===== src/rtl/keyed_cfg_port.sv =====
module keyed_cfg_port #(
  parameter logic [15:0] INDEX_ADDR = 16'h002E,
  parameter logic [15:0] DATA_ADDR  = 16'h002F,
  parameter logic [15:0] CHIP_ID    = 16'h8716,
  parameter logic [3:0]  CHIP_REV   = 4'h2,
  parameter int          NUM_DEV    = 16
) (
  input  logic        clk,
  input  logic        rst_n,
  input  logic [15:0] io_addr,
  input  logic        io_wr,
  input  logic        io_rd,
  input  logic [7:0]  io_wdata,
  output logic [7:0]  io_rdata,
  output logic        cfg_mode,
  output logic [7:0]  sel_dev,
  output logic        sel_active,
  output logic [15:0] sel_base
);
  localparam int BW = (NUM_DEV > 1) ? $clog2(NUM_DEV) : 1;

  logic [1:0]  step;
  logic [7:0]  idx;
  logic [7:0]  key_byte;
  logic [7:0]  reg_val;
  logic        act_q  [NUM_DEV];
  logic [15:0] base_q [NUM_DEV];

  wire idx_wr  = io_wr && (io_addr == INDEX_ADDR);
  wire dat_wr  = io_wr && (io_addr == DATA_ADDR);
  wire idx_rd  = io_rd && (io_addr == INDEX_ADDR);
  wire dat_rd  = io_rd && (io_addr == DATA_ADDR);
  wire dev_ok  = (32'(sel_dev) < NUM_DEV);
  wire [BW-1:0] bsel = BW'(sel_dev);

  always_comb
    case (step)
      2'd0:    key_byte = 8'h87;
      2'd1:    key_byte = 8'h01;
      default: key_byte = 8'h55;
    endcase

  always_ff @(posedge clk or negedge rst_n)
    if (!rst_n) begin
      cfg_mode <= 1'b0;
      step     <= 2'd0;
      idx      <= 8'h00;
      sel_dev  <= 8'h00;
    end else if (!cfg_mode) begin
      if (idx_wr) begin
        if (io_wdata == key_byte) begin
          if (step == 2'd3) begin
            cfg_mode <= 1'b1;
            step     <= 2'd0;
            idx      <= 8'h00;
          end else
            step <= step + 2'd1;
        end else
          step <= (io_wdata == 8'h87) ? 2'd1 : 2'd0;
      end
    end else begin
      if (idx_wr) idx <= io_wdata;
      if (dat_wr && idx == 8'h02 && io_wdata == 8'h02) cfg_mode <= 1'b0;
      if (dat_wr && idx == 8'h07) sel_dev <= io_wdata;
    end

  for (genvar g = 0; g < NUM_DEV; g++) begin : g_bank
    wire hit = cfg_mode && dat_wr && dev_ok && (bsel == BW'(g));
    always_ff @(posedge clk or negedge rst_n)
      if (!rst_n) begin
        act_q[g]  <= 1'b0;
        base_q[g] <= 16'h0000;
      end else if (hit) begin
        if (idx == 8'h30) act_q[g]         <= io_wdata[0];
        if (idx == 8'h60) base_q[g][15:8]  <= io_wdata;
        if (idx == 8'h61) base_q[g][7:0]   <= io_wdata;
      end
  end

  assign sel_active = dev_ok && act_q[bsel];
  assign sel_base   = dev_ok ? base_q[bsel] : 16'h0000;

  always_comb
    case (idx)
      8'h07:   reg_val = sel_dev;
      8'h20:   reg_val = CHIP_ID[15:8];
      8'h21:   reg_val = CHIP_ID[7:0];
      8'h22:   reg_val = {4'h0, CHIP_REV};
      8'h30:   reg_val = {7'd0, sel_active};
      8'h60:   reg_val = sel_base[15:8];
      8'h61:   reg_val = sel_base[7:0];
      default: reg_val = 8'h00;
    endcase

  assign io_rdata = !cfg_mode && (idx_rd || dat_rd) ? 8'hFF :
                    idx_rd ? idx :
                    dat_rd ? reg_val : 8'h00;


  unlock_on_key_chk: assert property (@(posedge clk) disable iff (!rst_n)
    $rose(cfg_mode) |-> $past(idx_wr && io_wdata == 8'h55 && step == 2'd3));


  locked_no_change_chk: assert property (@(posedge clk) disable iff (!rst_n)
    (!cfg_mode && dat_wr) |=> ($stable(sel_dev) && $stable(sel_base) && $stable(sel_active)));


  locked_reads_ff_chk: assert property (@(posedge clk) disable iff (!rst_n)
    (!cfg_mode && dat_rd) |-> io_rdata == 8'hFF);


  exit_cmd_chk: assert property (@(posedge clk) disable iff (!rst_n)
    $fell(cfg_mode) |-> $past(dat_wr && idx == 8'h02 && io_wdata == 8'h02));


  out_of_range_chk: assert property (@(posedge clk) disable iff (!rst_n)
    !dev_ok |-> (!sel_active && sel_base == 16'h0000));


  idle_rdata_chk: assert property (@(posedge clk) disable iff (!rst_n)
    !io_rd |-> io_rdata == 8'h00);
endmodule


===== config.mk =====
export PLATFORM = sky130hd
export DESIGN_NAME = keyed_cfg_port
export DESIGN_NICKNAME = d
export VERILOG_FILES = /design/src/rtl/keyed_cfg_port.sv
export SDC_FILE = /design/constraint.sdc
export NUM_CORES = 1
export LEC_CHECK = 0
export BUFFER_PORTS_ARGS = -buffer_cell sky130_fd_sc_hd__buf_4
export CAP_MARGIN = 0
export CORE_AREA = 3 3 151 153
export DETAILED_ROUTE_END_ITERATION = 12
export DIE_AREA = 0 0 154 156
export PLACE_DENSITY = 0.81
export RECOVER_POWER = 50
export REMOVE_ABC_BUFFERS = 1
export SYNTH_ARGS = -nofsm -noshare
export SYNTH_HDL_FRONTEND = slang
export SYNTH_SLANG_ARGS = --single-unit

===== constraint.sdc =====
create_clock -name clk -period 6.66 [get_ports clk]
set_input_delay 1.332 -clock clk [delete_from_list [all_inputs] [get_ports clk]]
set_output_delay 1.332 -clock clk [all_outputs]
set_load 0.005 [all_outputs]

==> results.md <==
* H-Tree Depth at 1
* WP data required at around 7.1 ns
* Pin count of the biggest net entering global routing at ~120
* Setup bufs post-CTS at 0
* Gpl congestion at 0.962
* Register area share after synthesis at 0.508
* Most frequent cells in the layout: 290 x mux2_2, 288 x dfrtp_1, 64 x mux4_2
* Min-delay src: base_q[144]$_DFFE_PN0P_
* Clk sinks at slightly below 300
* Max clock buf depth at 3
* Die Y-Extent at ~160 um
* Routed Antenna Nets at 0
* Setup ws final at 1.36 ns
* Arrival time at the worst endpoint at approximately 5.7 ns
* IO Count at 62
* Clock-pin transition on the worst setup and hold timing paths at 0.06 ns
* CTS root buf: clkbuf_16
* Max Clk Rate at approximately 190 MHz
* Synth unique cells at 58
* Vias in the first global route at 9415
* CTS tree: done
* HPWL after detailed placement at 21.9 mm
* Via-to-Cell Ratio at 6.73
* Crit-path max FO at 9
* Hold Path Depth at 1
* Setup TNS at 0 ns
* DP Worst Slack at roughly 1.6 ns
* Placed cell count at between 1000 and 1500
* R2R depth at 6
* Layout area overhead at 11.4%
* Total die area at between 0.02 and 0.025 sq mm
* Slew HR at -0.828
* Failing checks: max-capacitance violations, max-slew violations
* GRT Overall Usage at 0.294
* Fill cells at roughly 1400
* Core area at ~0.022 sq mm
* Synthesized cell area at approximately 0.014 sq mm
* Cts bufs inserted at 31
* Final hold vios at 0
* FF-to-FF Start: sel_dev[7]$_DFFE_PN0P_
* DIE WIDTH at 154 um
* Final wirelength at between 30 and 40 mm
* Overall power at approximately 0.0037 W
* Final period util at 0.796
* Yosys Warn Count at 0
* First-iteration detailed-routing DRC count at about 570
* Vias at 9073
* Clk Latency, worst-skew pair at between 0.5 and 0.6 ns
* DRT Pass-1 Iters at 5
* Port Buffers at between 60 and 70
* Post-synth EDFFs at 0
* Post-Syn Instances at 1023
* Final core utilization at 0.736
* Synth async-reset ratio at 1.00
* Max-cap violations at 3
* Setup CP Type: input port to flop
* Total grt overflow at 0
* Worst reg2reg setup slack at between 2 and 3 ns
* Multi-input logic area at 0.00669 sq mm
* Status: complete, but fails checks
* Average routed wire per standard cell at between 20 and 30 um
* Row count at 54
* # setup viols final at 0
* Worst r2r dst: base_q[4]$_DFFE_PN0P_
* Post-cts gate resize count at 0
* Max-slew violation count at 214
* Critical Path Source Type: input port
* Initial Utilization at 0.661
* Fin Clk Skew at roughly 0.0078 ns
* Slew at the pin closest to its max-slew limit at around 2.7 ns
* Ant diodes at 0
* Hold Path End: base_q[144]$_DFFE_PN0P_
* Pleak at ~7.6 nW
* Prevailing post-synth register cell: dfrtp_1
* FF+latch count, synth at around 290
* Share of layout cells above drive strength 1 at 0.477
* Layout Cells excl Fill at ~1300
* Post-layout min period at roughly 5.3 ns
* Syn avg cell area at roughly 14 sq um
* Initial antenna violation count at 0
* First-pass GRT wire length at around 55 mm
* Nets at 1079
* RSZ-0062 raised after global routing: no
* Seq. cell area at 0.00729 sq mm
* Worst vdd ir at approximately 0.30 mV
* Commonest non-fill, non-tap cell in the layout: mux2_2
* DRC at 0
* Min-Delay Path Class: flop to flop
* Cts hold-fix bufs at 0
* Critical path capture point type: flop
* Power density over the cells at 230 mW/mm^2
critical path, cell delays in order:
cell	delay (ns)
clkbuf_4	0.11
or4b_1	0.63
nor4_1	1.43
nand3_1	1.04
nor3_4	0.78
mux2_2	0.40
layout make-up:
| type | instances | area share |
|---|---|---|
| multi-input cells | 647 | 0.419 |
| clock inverters | 15 | 0.0149 |
| clock buffers | 38 | 0.0528 |
| well taps | 280 | 0.0220 |
| flip-flops and latches | 291 | 0.457 |
| repair buffers | 70 | 0.0328 |
| inverters | 7 | 0.00165 |
flip-flops by register name, indices dropped and copies added, names as in the netlist:
register  flops
sel_dev       8
step          2
act_q        16
idx           8
cfg_mode      1
base_q      256
worst max path at each step:
stage / startpoint / slack [ns] / end / cells after the start
after global placement: io_addr[4] / 1.66 / io_rdata[6] / 8
final: io_addr[13] / 1.36 / base_q[157]$_DFFE_PN0P_ / 6
after global routing: io_addr[13] / 1.15 / base_q[156]$_DFFE_PN0P_ / 6
after detailed placement: io_addr[4] / 1.61 / io_rdata[6] / 8
after CTS: sel_dev[1]$_DFFE_PN0P_ / 1.54 / io_rdata[5] / 7
after floorplan: sel_dev[1]$_DFFE_PN0P_ / 1.00 / io_rdata[0] / 5
layer usage:
metal  share of wire  up-vias  GRT usage
met5               0        -          0
met2            0.48      324      0.475
met1            0.42     4788      0.411
met3           0.063       82     0.0508
li1                -     3879          -
met4           0.036        0     0.0997
power by group:
part            switching, W  internal, W  leakage (nW)
Combinational      0.0000712    0.0000144          2.99
Sequential     0.00000000883      0.00177          4.05
Clock               0.000701      0.00112         0.528
Total               0.000773      0.00291          7.57
cells in the mapped netlist, types with 2 or more instances:
cell        n  share of area
nor2_4      4         0.0031
buf_1      10         0.0026
a221oi_1    2         0.0012
or4_1       4         0.0021
nor4_1      4         0.0017
a211oi_1   15         0.0079
and3_1     13         0.0057
nor2_8      3         0.0042
nand4_1     6         0.0026
mux2_1      4         0.0031
nand3_2     3         0.0021
o21ai_0     6         0.0021
nor2b_1     4         0.0017
nand2_1    30         0.0079
or3_1       3         0.0013
mux2i_1    24          0.017
nor3_4      8         0.0091
o22ai_1     6         0.0026
buf_2      11         0.0038
nand3_1    16         0.0056
nor4b_1     3         0.0018
and2_1      4         0.0017
a221o_1     2         0.0014
mux4_2     64           0.10
a22o_1      9         0.0055
mux2_2    290           0.23
clkbuf_1   55          0.014
a31oi_1     2        0.00087
a22oi_1     7         0.0037
nor2_1     53          0.014
nor3_1      7         0.0024
nand2b_1    2        0.00087
o221ai_1    6         0.0037
ha_1        3         0.0026
nor2_2     13         0.0057
clkinv_1    3        0.00079
dfrtp_1   291           0.51
inv_1       4         0.0010
a21oi_1    10         0.0035
cells by family after synthesis:
| family | after synthesis | share of synthesized area |
|---|---|---|
| AO/OA/AOI/OAI | 76 | 0.0388 |
| XOR/XNOR | 1 | 0.000611 |
| adder cells (fa/ha/maj) | 3 | 0.00262 |
| buffers and inverters | 85 | 0.0240 |
| flip-flops | 291 | 0.508 |
| multiplexers | 382 | 0.348 |
| AND/OR/NAND/NOR | 185 | 0.0774 |
per-stage QoR:
| step | instance area [sq um] | hold slack (ns) |
|---|---|---|
| final | 16000 | 0.488 |
| after global routing | 16000 | 0.505 |
| after CTS | 16000 | 0.489 |
| after detailed placement | 14900 | 0.474 |
| after global placement | 14900 | 0.463 |
| after floorplan | 14000 | 0.453 |
Power figures use the tool's default switching activity.
